### src/rtl/pswctl_pkg.sv
package pswctl_pkg;

  localparam int SW_N   = 3;  // switches per output
  localparam int WORD_W = 9;  // serial control word width
  localparam int OUT_N  = 4;  // core A, prog A, core B, prog B

  localparam int SW_GND = 0;
  localparam int SW_LO  = 1;
  localparam int SW_HI  = 2;

  typedef logic [SW_N-1:0] sw_t;

  // core supply code to one-hot switch selection
  function automatic sw_t core_sel(input logic [1:0] code);
    sw_t s;
    s = '0;
    unique case (code)
      2'b01:   s[SW_LO]  = 1'b1;
      2'b10:   s[SW_HI]  = 1'b1;
      default: s[SW_GND] = 1'b1;
    endcase
    return s;
  endfunction

  // programming supply code to one-hot switch selection (11 floats)
  function automatic sw_t prog_sel(input logic [1:0] code);
    sw_t s;
    s = '0;
    unique case (code)
      2'b00:   s[SW_GND] = 1'b1;
      2'b01:   s[SW_LO]  = 1'b1;
      2'b10:   s[SW_HI]  = 1'b1;
      default: s = '0;
    endcase
    return s;
  endfunction

endpackage

### src/rtl/pswctl_sync.sv
module pswctl_sync #(
  parameter int N = 3
) (
  input  logic         clk,
  input  logic         rst_n,
  input  logic [N-1:0] async_in,
  output logic [N-1:0] lvl,
  output logic [N-1:0] rise
);

  for (genvar i = 0; i < N; i++) begin : g_bit
    logic s1_q, s2_q, s3_q;
    always_ff @(posedge clk or negedge rst_n) begin
      if (!rst_n) begin
        s1_q <= 1'b0;
        s2_q <= 1'b0;
        s3_q <= 1'b0;
      end else begin
        s1_q <= async_in[i];
        s2_q <= s1_q;
        s3_q <= s2_q;
      end
    end
    assign lvl[i]  = s2_q;
    assign rise[i] = s2_q & ~s3_q;
  end

endmodule

### src/rtl/pswctl_word.sv
module pswctl_word #(
  parameter int W = 9
) (
  input  logic         clk,
  input  logic         rst_n,
  input  logic         shift_en,
  input  logic         bit_in,
  input  logic         load_en,
  output logic [W-1:0] word_q
);

  logic [W-1:0] sh_q;

  always_ff @(posedge clk or negedge rst_n) begin
    if (!rst_n) begin
      sh_q   <= '0;
      word_q <= '0;
    end else begin
      if (shift_en) sh_q <= {sh_q[W-2:0], bit_in};
      if (load_en)  word_q <= sh_q;
    end
  end

  // a load strobe transfers the pending bits
  a_r3_load_copies: assert property (@(posedge clk) disable iff (!rst_n)
    load_en |=> (word_q == $past(sh_q)));

  // without a load strobe the active word holds
  a_r2_shift_hidden: assert property (@(posedge clk) disable iff (!rst_n)
    !load_en |=> $stable(word_q));

endmodule

### src/rtl/pswctl_bbm.sv
module pswctl_bbm #(
  parameter int N        = 3,
  parameter int DEAD_CYC = 4
) (
  input  logic         clk,
  input  logic         rst_n,
  input  logic [N-1:0] tgt,
  output logic [N-1:0] sw_q
);

  localparam int CW = (DEAD_CYC < 2) ? 1 : $clog2(DEAD_CYC);

  logic [CW-1:0] cnt_q;
  logic          mismatch, breaking, waiting;

  assign mismatch = (tgt != sw_q);
  assign breaking = mismatch && (sw_q != '0);
  assign waiting  = (cnt_q != '0);

  always_ff @(posedge clk or negedge rst_n) begin
    if (!rst_n) begin
      sw_q  <= '0;
      cnt_q <= '0;
    end else if (breaking) begin
      sw_q  <= '0;
      cnt_q <= CW'(DEAD_CYC - 1);
    end else if (waiting) begin
      cnt_q <= cnt_q - 1'b1;
    end else if (mismatch) begin
      sw_q <= tgt;
    end
  end

  // never two switches of one output at once
  a_r7_one_closed: assert property (@(posedge clk) disable iff (!rst_n)
    $onehot0(sw_q));

  // a closed switch can only stay or open, never hand over directly
  a_r8_break_first: assert property (@(posedge clk) disable iff (!rst_n)
    (sw_q != '0) |=> ((sw_q == '0) || $stable(sw_q)));

  // the output stays open while the dead time runs
  a_r8_hold_open: assert property (@(posedge clk) disable iff (!rst_n)
    (sw_q == '0 && waiting) |=> (sw_q == '0));

endmodule

### src/rtl/pswctl_top.sv
module pswctl_top
  import pswctl_pkg::*;
#(
  parameter int DEAD_CYC = 4
) (
  input  logic       clk,
  input  logic       rst_n,
  input  logic       ser_clk,
  input  logic       ser_dat,
  input  logic       ser_lat,
  input  logic       therm_fault,
  input  logic [3:0] oc_in,
  output logic [2:0] vcca_sw,
  output logic [2:0] vppa_sw,
  output logic [2:0] vccb_sw,
  output logic [2:0] vppb_sw,
  output logic       oc_n
);

  logic [2:0]        s_lvl, s_rise;
  logic [WORD_W-1:0] ctrl;
  logic              force_open;
  sw_t               tgt [OUT_N];
  sw_t               sw  [OUT_N];
  sw_t               dec [OUT_N];

  // bit 0 data, bit 1 shift clock, bit 2 load strobe
  pswctl_sync #(.N(3)) u_sync (
    .clk      (clk),
    .rst_n    (rst_n),
    .async_in ({ser_lat, ser_clk, ser_dat}),
    .lvl      (s_lvl),
    .rise     (s_rise)
  );

  logic unused_sync;
  assign unused_sync = ^{s_lvl[2:1], s_rise[0]};

  pswctl_word #(.W(WORD_W)) u_word (
    .clk      (clk),
    .rst_n    (rst_n),
    .shift_en (s_rise[1]),
    .bit_in   (s_lvl[0]),
    .load_en  (s_rise[2]),
    .word_q   (ctrl)
  );

  assign force_open = !ctrl[8] || therm_fault;

  assign dec[0] = core_sel({ctrl[3], ctrl[2]});
  assign dec[1] = prog_sel({ctrl[0], ctrl[1]});
  assign dec[2] = core_sel({ctrl[6], ctrl[7]});
  assign dec[3] = prog_sel({ctrl[4], ctrl[5]});

  for (genvar g = 0; g < OUT_N; g++) begin : g_out
    assign tgt[g] = force_open ? '0 : dec[g];
    pswctl_bbm #(.N(SW_N), .DEAD_CYC(DEAD_CYC)) u_bbm (
      .clk   (clk),
      .rst_n (rst_n),
      .tgt   (tgt[g]),
      .sw_q  (sw[g])
    );
  end

  assign vcca_sw = sw[0];
  assign vppa_sw = sw[1];
  assign vccb_sw = sw[2];
  assign vppb_sw = sw[3];
  assign oc_n    = ~|oc_in;

  // a cleared enable bit opens everything one cycle later
  a_r4_shutdown: assert property (@(posedge clk) disable iff (!rst_n)
    !ctrl[8] |=> ({vcca_sw, vppa_sw, vccb_sw, vppb_sw} == '0));

  // thermal fault opens everything one cycle later
  a_r9_thermal: assert property (@(posedge clk) disable iff (!rst_n)
    therm_fault |=> ({vcca_sw, vppa_sw, vccb_sw, vppb_sw} == '0));

  // settled outputs do not react to overcurrent reports
  a_r10_oc_isolated: assert property (@(posedge clk) disable iff (!rst_n)
    ($stable(ctrl) && !force_open && (dec[0] == sw[0]) && (dec[1] == sw[1])
     && (dec[2] == sw[2]) && (dec[3] == sw[3]))
    |=> $stable({vcca_sw, vppa_sw, vccb_sw, vppb_sw}));

endmodule

### config.mk
export PLATFORM = sky130hd
export DESIGN_NAME = pswctl_top
export DESIGN_NICKNAME = d
export VERILOG_FILES = /design/src/rtl/pswctl_pkg.sv /design/src/rtl/pswctl_sync.sv /design/src/rtl/pswctl_word.sv /design/src/rtl/pswctl_bbm.sv /design/src/rtl/pswctl_top.sv
export SDC_FILE = /design/constraint.sdc
export NUM_CORES = 1
export LEC_CHECK = 0
export ABC_CLOCK_PERIOD_IN_PS = 2300
export BUFFER_PORTS_ARGS = -buffer_cell sky130_fd_sc_hd__buf_4
export CAP_MARGIN = 20
export CORE_AREA = 2 2 78 80
export DETAILED_ROUTE_END_ITERATION = 8
export DIE_AREA = 0 0 80 82
export PLACE_DENSITY = 0.55
export SYNTH_ARGS = -nofsm -noshare
export SYNTH_HDL_FRONTEND = slang
export SYNTH_SLANG_ARGS = --single-unit
### constraint.sdc
create_clock -name clk -period 2.3 [get_ports clk]
set_input_delay 0.345 -clock clk [delete_from_list [all_inputs] [get_ports clk]]
set_output_delay 0.345 -clock clk [all_outputs]
set_load 0.01 [all_outputs]
---- Yosys cells after proc, flatten, opt, wreduce, memory -nomap -nowiden ----
Index checks and enable logic that the tools add are counted.
cells by class
  add/sub/neg operators ................... 4
  multiply operators ...................... 0
  divide/modulo/power cells ............... 0
  magnitude comparators ................... 0
  equal/unequal tests ..................... 16
  shift operators ......................... 0
  mux-type cells .......................... 36
  bitwise logic cells ..................... 4
  reductions and logical operators ........ 32
operators with widths
  kind                   number
  $mux W3                16
  $reduce_bool A2 Y1     12
  $mux W2                8
  $mux W1                12
  $ne A3 B3 Y1           4
  $reduce_bool A3 Y1     4
  $eq A2 B1 Y1 const B   4
  $eq A2 B2 Y1 const B   4
  $ne A2 B1 Y1 const B   4
  $reduce_and A2 Y1      4
  $sub A2 B1 Y2 const B  4
  $logic_and A1 B1 Y1    4
  $logic_not A2 Y1       2
  $reduce_or A2 Y1       2
  $reduce_or A4 Y1       1
  $and A1 B1 Y1          2
  $logic_not A1 Y1       2
  $not A1 Y1             2
  $logic_or A1 B1 Y1     1
word-level totals
  flip-flop bits (word level) ............. 46
  bits in latches ......................... 0
  bits in writable memories ............... 0
  bits in read-only memories .............. 0
  bits of input ports ..................... 10
  output and inout bits ................... 13
  word-level logic and storage cells ...... 110
  memories kept ........................... 0

---- Logic depth before layout (Yosys ltp) ----
Gate-level depths: netlist of run 1.
  word-level depth ........................ 8
  mapped depth ............................ 6
  mapped depth without buffers ............ 6

---- By module ----
A second synthesis of run 1 with hierarchy kept.
second synthesis, totals
  cell total of the unflattened synthesis .. 196
  area, all modules ....................... 2536.2 um2
modules (own cells, without submodules)
  module       times used  cells each  area an instance (um2)  sequential area each (um2)
  pswctl_bbm   4           30          315.3                   125.1
  pswctl_word  1           38          743.2                   450.4
  pswctl_sync  1           15          289.0                   225.2
  pswctl_top   1           23          242.7                   0.0

---- Least setup slack after synthesis of run 1 ----
OpenSTA, ideal clock, no wires.
  kind .................................... register to register
  start point ............................. register u_word.word_q[2]
  end point ............................... register g_out[0].u_bbm.cnt_q[1]
  setup time .............................. 0.141 ns
  data arrival time ....................... 1.435 ns
  data required time ...................... 2.159 ns
  setup slack ............................. 0.724 ns
  stages on the path, launching flop included .. 7
  path buffers ............................ 0
  period minus slack after synthesis ...... 1.576 ns
  path through ............................ dfrtp_1 > inv_1 > ha_1 > xnor2_1 > a21boi_0 > o32ai_1 > o211ai_1
between the ends
  word-level cells in the longest chain between the ends .. 7
  elaborated cells between the ends (all ways) .. 11
  those cells by class .................... 3 x eq/ne; 5 x mux; 3 x reduce/logical
RTL lines
  what                                                  line               RTL
  start: declaration                                    pswctl_word.sv:9   output logic [W-1:0] word_q
  start signal: assignment                              pswctl_word.sv:20  if (load_en) word_q <= sh_q;
  $eq A2 B2 Y1 / $eq A2 B1 Y1 (equally long branches)   pswctl_pkg.sv:17   unique case (code)
  $reduce_or A2 Y1 (no line)                            -
  $mux W1                                               pswctl_pkg.sv:17
  $mux W3 (*)                                           pswctl_top.sv:56   assign tgt[g] = force_open ? '0 : dec[g];
  $ne A3 B3 Y1 (*)                                      pswctl_bbm.sv:16   assign mismatch = (tgt != sw_q);
  $logic_and A1 B1 Y1 (*)                               pswctl_bbm.sv:17   assign breaking = mismatch && (sw_q != '0);
  $mux W2 / $reduce_bool A2 Y1 (equally long branches)  -
  end signal: assignment                                pswctl_bbm.sv:26   cnt_q <= CW'(DEAD_CYC - 1);
  end signal: assignment                                pswctl_bbm.sv:28   cnt_q <= cnt_q - 1'b1;
  end: declaration                                      pswctl_bbm.sv:13   logic [CW-1:0] cnt_q;
Every way passes the cells marked *; elsewhere a longest branch is shown, timed or not.
A chain may end at the register's enable or synchronous reset.

---- Worst setup path in the final report of run 1 ----
Same ends and word-level chain as after synthesis.

==> impl_metrics.toml, run 1 <==
[outcome]
status = "completed"

[placed_design]
dp_hpwl_um = 2700
dpl_cell_area_sq_um = 2470
place_congestion = 0.766
io_buffer_count = 22
dp_cells = 293

[final_layout]
final_cell_area_sq_um = 2620
seqCellArea_sq_um = 1150
diodes = 0
multi_input_area_sq_um = 991
area_growth_pct = 17.7
nNetsFinal = 243
fillers = 566
final_cells = 301
layout-drive-gt1-share_pct = 22.6

[setup_path]
worstPathArrival_ns = 1.91
cp.depth = 6
crit_slowest_cell = "dfrtp_1"
critPathBufInv = 1
max_stage_delay_ns = 0.35
cp.required_ns = 2.46
crit_fanout = 4
crit_chain = "inv_1 -> ha_1 -> xnor2_1 -> a21boi_0 -> o32ai_1 -> o211ai_1"
ff2ff_path_depth = 6
cp_top_family = "compound AO/OA/AOI/OAI gates"
cp-start-kind = "flop"
critical_path_class = "reg2reg"
endpoint_kind = "flop"

[synth]
synth_edf_count = 0
syn-num-nets = 216
syn_avg_cell_area_sq_um = 11.2
synth_area_leaders = "dfrtp_1 (52%), mux2_2 (7.1%), ha_1 (4.5%), xor2_1 (3.2%), nor2_1 (2.7%)"
ys_seq_area_share_pct = 51.8
ys_types = 43
synth_top_area_share_pct = 51.8
ys.flop_type = "dfrtp_1"
netlist_instances = 198
synth_warnings = 0
netlist_area_sq_um = 2220
post-synth-top-area-cell = "dfrtp_1"
synthArstFlopShare_pct = 100
ys_seq_elements = 46

[cts]
cts_tree = "built"
clock_latency_ns = 0.29
h-tree-depth = 2
postCtsSetupRepairBufs = 0
numCtsBuffers = 5
cts_hold_buffers = 0
cts_buffer_depth = 2
cts_root_buf = "clkbuf_8"
ctsResizeCount = 0
cts.clk_slew.worst_paths_ns = 0.08
cts.sinks = 46

[die]
die_y_um = 82
die_area_sq_um = 6560
placementRows = 28
initial_core_util_pct = 38.7
fp.dieW_um = 80
core_area_sq_um = 5750
io_pins = 23

[sta]
rsz0062_at_grt = "no"
min_period_over_period_pct = 76.0
finalHoldWorstSlack_ns = 0.0394
max_freq_mhz = 572
tns_ns = 0
finalSetupViolCount = 0
fin_crit_ns = 1.75
hold_violations = 0
fin_skew_ns = 0.00431
relSlewSlack_pct = 61.8
tightestPinTransition_ns = 0.573
maxSlewViolCount = 0

[drt]
routed-wl-met2_um = 1760
vias = 1523
dr.max_layer_used = "met4"
drt_iter0_markers = 87
drt_wl_total_um = 3790
detail_route.first_pass.iterations = 5
met3WireLength_um = 143
wl_per_cell_um = 12.6
via_per_inst = 5.06
drt-met1-wl_um = 1840
drc_errors = 0
ant_nets = 0

[global_routing]
grt.overflow.total = 0
antenna_found_initial = 0
first_global_vias = 1419
grt_pass1_wl_um = 6550
grtUsageTotal_pct = 12.9
grt_max_degree = 47

[pwr]
p_leak_uw = 0.00117
ir_worst_vdd_mv = 0.545
p_per_area_nw_per_um2 = 1150

[min_path]
hold_path.class = "in2async"

[flow_run]
maxCapViolCount = 0
==> cell usage after synthesis (5+ instances only) <==
| cell | count |
|---|---|
| ha_1 | 8 |
| a21oi_1 | 5 |
| mux2_2 | 14 |
| xnor2_1 | 5 |
| dfrtp_1 | 46 |
| o21ai_0 | 11 |
| nand2_1 | 11 |
| nor3_1 | 6 |
| nor2_1 | 16 |
| xor2_1 | 8 |
| inv_1 | 15 |
| a21boi_0 | 5 |
==> stage by stage <==
stage	util, %	setup slack (ns)	total power, uW
detailed placement	43.0	0.577	2320
global route	45.5	0.353	3260
floorplan	-	0.724	2050
finish	45.5	0.552	3020
CTS	45.5	0.543	3060
global placement	43.0	0.615	2300
==> state kept, by name, summed over array words and instances, names as in the netlist <==
name               flops
u_word.word_q          9
u_word.sh_q            9
u_sync.g_bit.s2_q      3
u_sync.g_bit.s3_q      2
u_sync.g_bit.s1_q      3
g_out.u_bbm.cnt_q      8
g_out.u_bbm.sw_q      12
==> cells by family (layout without fill, tap and decap cells) <==
group / count (synthesis) / in the layout / synth area share (%)
xor gates and xnor gates: 13 / 13 / 5.13
DFF: 46 / 46 / 51.8
muxes: 14 / 14 / 7.10
and+or+nand+nor: 57 / 57 / 14.3
adders and majority gates: 8 / 8 / 4.51
buffers and inverters: 19 / 47 / 3.55
AOI/OAI and AO/OA: 41 / 41 / 13.6
==> report_power, final <==
| group | switching [uW] | internal, uW | total [uW] | leakage [uW] |
|---|---|---|---|---|
| registers | 218 | 1050 | 1270 | 0.000573 |
| clock network | 268 | 463 | 731 | 0.0000714 |
| logic | 522 | 499 | 1020 | 0.000521 |
==> layout make-up <==
class	instances	area share (%)
flip-flops and latches	46	44.0
multi-input cells	133	37.9
repair buffers	24	6.89
well taps	75	3.59
clock buffers	6	3.16
clock inverters	2	2.30
inverters	15	2.15
==> per-layer routing <==
metal / up-vias / track usage [%]
met5: - / 0
met1: 738 / 16.1
met4: 0 / 4.07
met2: 25 / 22.1
li1: 755 / -
met3: 5 / 3.30
==> worst reg2reg max path: stages, from the launching register on <==
cell and delay (ns):
dfrtp_1 0.35, inv_1 0.06, ha_1 0.35, xnor2_1 0.24, a21boi_0 0.13, o32ai_1 0.35, o211ai_1 0.14
==> placed cells by master (no fill, tap or decap), types with 2 or more instances in the layout <==
master,netlist,routed
and4b_1,2,2
nor2_1,16,16
dfrtp_1,46,46
ha_1,8,8
o21ai_1,2,2
o21ai_0,11,11
nand2_1,11,11
nand2b_1,4,4
nand3_1,3,3
nor2b_1,2,2
nor4bb_1,2,2
a22o_1,2,2
o211ai_1,4,4
a21boi_0,5,5
clkbuf_8,0,6
mux2_2,14,14
nor3_1,6,6
xnor2_1,5,5
xor2_1,8,8
a21oi_1,5,5
nand3b_1,2,2
bufinv_16,0,2
buf_4,0,24
inv_1,15,15
o21bai_1,2,2
==> worst paths after layout <==
kind | startpoint | to | slack [ns]
worst max-delay path | u_word.word_q[2]$_DFFE_PN0P_ | g_out[0].u_bbm.cnt_q[1]$_DFFE_PN0P_ | 0.55
worst min-delay path | rst_n | g_out[1].u_bbm.cnt_q[1]$_DFFE_PN0P_ | 0.04
worst max register to register | u_word.word_q[2]$_DFFE_PN0P_ | g_out[0].u_bbm.cnt_q[1]$_DFFE_PN0P_ | 0.55
worst min register to register | u_sync.g_bit[2].s1_q$_DFF_PN0_ | u_sync.g_bit[2].s2_q$_DFF_PN0_ | 0.35
max in group asynchronous | rst_n | g_out[2].u_bbm.sw_q[1]$_DFFE_PN0P_ | 1.87
min in group clk | ser_lat | u_sync.g_bit[2].s1_q$_DFF_PN0_ | 0.15
No activity file was read; power rests on OpenSTA's default activity.
==> run 2: changes to the inputs <==
- ABC_AREA: unset -> 1
- ABC_CLOCK_PERIOD_IN_PS: 2300 -> 1400
- CORE_AREA: 2 2 78 80 -> 2 2 81 83
- DIE_AREA: 0 0 80 82 -> 0 0 83 85
- PLACE_DENSITY: 0.55 -> 0.56
- clock period: 2.3 -> 1.4 ns (I/O delays scaled with it)
==> impl_metrics.toml, run 2 <==
[outcome]
status = "finished, violations left"
violations = "negative setup slack"

[cts]
numCtsBuffers = 5
cts.clk_slew.worst_paths_ns = 0.08
cts_root_buf = "clkbuf_8"
clock_latency_ns = 0.29
cts_tree = "built"
cts.sinks = 46
cts_buffer_depth = 2
h-tree-depth = 2

[final_layout]
layout-drive-gt1-share_pct = 28.8
top_register = "g_out.u_bbm.sw_q"
top_regs = "g_out.u_bbm.sw_q (12), u_word.sh_q (9), u_word.word_q (9)"
layout_commonest_cell = "nand2_1"
diodes = 0
nNetsFinal = 364
largest_reg_flops = 12
area_growth_pct = 28.2
fillers = 599
final_cell_area_sq_um = 3050
layout_common_cells = "nand2_1 (82), inv_1 (50), dfrtp_1 (45)"

[sta]
max_freq_mhz = 692
hold_violations = 0
maxSlewViolCount = 0
min_period_over_period_pct = 103
setup_ws_ns = -0.0461
tightestPinTransition_ns = 0.587
fin_crit_ns = 1.45
fin_skew_ns = 0.00369
relSlewSlack_pct = 60.8
finalSetupViolCount = 8
rsz0062_at_grt = "yes"

[setup_path]
crit_slowest_cell = "dfrtp_1"
crit_fanout = 5
critPathBufInv = 0
endpoint_kind = "flop"
cp-start-kind = "flop"
r2r-start = "u_word.word_q[7]$_DFFE_PN0P_"
worst-r2r-setup-slack_ns = -0.05
crit_chain = "ha_4 -> nand2_1 -> nand2_1 -> nand2_2 -> nand2_2 -> o21ai_4 -> nand2_2 -> nand2_1 -> nand2_1"
cp.depth = 9
max_stage_delay_ns = 0.43
crit_start = "u_word.word_q[7]$_DFFE_PN0P_"
cp.required_ns = 1.59
ff2ff_path_depth = 9
worstPathArrival_ns = 1.64
r2r-end = "g_out[2].u_bbm.cnt_q[1]$_DFFE_PN0P_"
critical_path_class = "reg2reg"
crit_end = "g_out[2].u_bbm.cnt_q[1]$_DFFE_PN0P_"
cp_common_cell = "nand2_1"
cp_top_family = "simple AND/OR/NAND/NOR gates"

[drt]
via_per_inst = 4.57
drt_wl_total_um = 4290
drc_errors = 0
wl_per_cell_um = 10.1
ant_nets = 0
detail_route.first_pass.iterations = 4
drt_iter0_markers = 73
vias = 1936

[synth]
syn-num-nets = 316
ys_seq_area_share_pct = 48.3
netlist_area_sq_um = 2380
synth-simple-area-share_pct = 29.9
synth_commonest_cells = "nand2_1 (94), inv_1 (55), dfrtp_1 (46)"
synthArstFlopShare_pct = 100
synthAdderAreaFrac_pct = 4.20
synth_top_area_share_pct = 48.3
ys_types = 24
ys_seq_elements = 46
ys.flop_type = "dfrtp_1"
synth_area_leaders = "dfrtp_1 (48%), nand2_1 (15%), inv_1 (8.7%), ha_1 (4.2%), nand3_1 (3.8%)"
syn_avg_cell_area_sq_um = 7.99
synth_warnings = 0
synth_xor_area_share_pct = 0.368
synth_compound_area_share_pct = 6.46
synth_top_family_by_area = "simple AND/OR/NAND/NOR gates"
netlist_instances = 298
post-synth-top-area-cell = "dfrtp_1"
synth_most_common_cell = "nand2_1"
synthMuxAreaShare_pct = 0
synth_edf_count = 0

[die]
die_area_sq_um = 7060
core_area_sq_um = 6200
io_pins = 23
placementRows = 29
fp.dieW_um = 83
die_y_um = 85
initial_core_util_pct = 38.4

[global_routing]
grt_max_degree = 47
grtUsageTotal_pct = 13.4
antenna_found_initial = 0
first_global_vias = 1836
grt.overflow.total = 0
grt_pass1_wl_um = 7810

[flow_run]
maxCapViolCount = 0

[pwr]
ir_worst_vdd_mv = 0.721
total_power_uw = 5470
p_leak_uw = 0.00166
p_per_area_nw_per_um2 = 1790

[placed_design]
place_congestion = 0.778
io_buffer_count = 22
dp_slack_ns = -0.0691
dpl_cell_area_sq_um = 2710
dp_hpwl_um = 2890

[min_path]
hold_path.class = "in2reg"
==> run 2: logic make-up (layout without fill, tap and decap cells) <==
logic type | count (synthesis) | in the layout
DFF | 46 | 46
and+or+nand+nor | 152 | 152
buffers and inverters | 64 | 113
AOI/OAI and AO/OA | 27 | 27
xor gates and xnor gates | 1 | 1
adders and majority gates | 8 | 8
==> run 2: where the power goes <==
group | internal [uW] | leakage (uW) | switching [uW]
sequential | 1670 | 0.000584 | 266
clock | 399 | 0.0000482 | 429
combinational | 1160 | 0.00103 | 1540
==> run 2: routing by layer <==
layer / vias to the layer above / routed length (um) / GRT usage [%]
met4: 0 / 70 / 4.47
met2: 22 / 2080 / 23.4
met3: 7 / 135 / 3.40
met5: - / 0 / 0
met1: 884 / 2010 / 16.3
li1: 1023 / - / -
==> run 2: worst min-delay path by stage <==
| stage | from | endpoint | cells after the start | slack, ns |
|---|---|---|---|---|
| final | ser_dat | u_sync.g_bit[0].s1_q$_DFF_PN0_ | 1 | 0.02 |
| after global routing | ser_clk | u_sync.g_bit[1].s1_q$_DFF_PN0_ | 1 | 0.002 |
| after CTS | ser_dat | u_sync.g_bit[0].s1_q$_DFF_PN0_ | 1 | 0.007 |
| after detailed placement | rst_n | u_sync.g_bit[2].s1_q$_DFF_PN0_ | 1 | 0.27 |
| after global placement | rst_n | g_out[2].u_bbm.sw_q[1]$_DFFE_PN0P_ | 1 | 0.27 |
| after floorplan | rst_n | g_out[0].u_bbm.cnt_q[0]$_DFFE_PN0P_ | 0 | -0.09 |
==> run 2: area by class of cell <==
cell class                 count  area [sq um]  area share (%)
clock buffer                   7          86.3            2.83
clock inverter                 1          5.00           0.164
inverter                      59           225            7.37
multi-input combinational    188          1120            36.6
sequential                    46          1150            37.7
tap                           77          96.3            3.15
timing repair buffer          46           372            12.2
==> run 2: what timing repair did <==
item,CTS,global route
gates cloned,0,0
pin swaps,6,11
gates resized for setup,11,32
endpoints found under the hold margin,46,0
hold buffers,1,0
buffers inserted,5,7
endpoints found under the setup margin,9,20
==> run 2: worst reg2reg max path: cells and delay by family (launching register included) <==
kind            cells  cell delay [ns]
compound gates      1             0.19
flops               1             0.43
simple gates        7             0.47
fa+ha+maj           1             0.25
==> run 2: metrics by stage <==
| step | instances | hold WS, ns | utilization [%] | TNS (ns) |
|---|---|---|---|---|
| after global routing | 424 | 0.00202 | 49.2 | -1.71 |
| final | 424 | 0.0193 | 49.2 | -0.201 |
| after CTS | 417 | 0.00748 | 46.5 | -0.209 |
| after floorplan | 298 | -0.0856 | - | 0 |
| after detailed placement | 403 | 0.267 | 43.6 | -0.257 |
| after global placement | 403 | 0.268 | 43.6 | -0.110 |
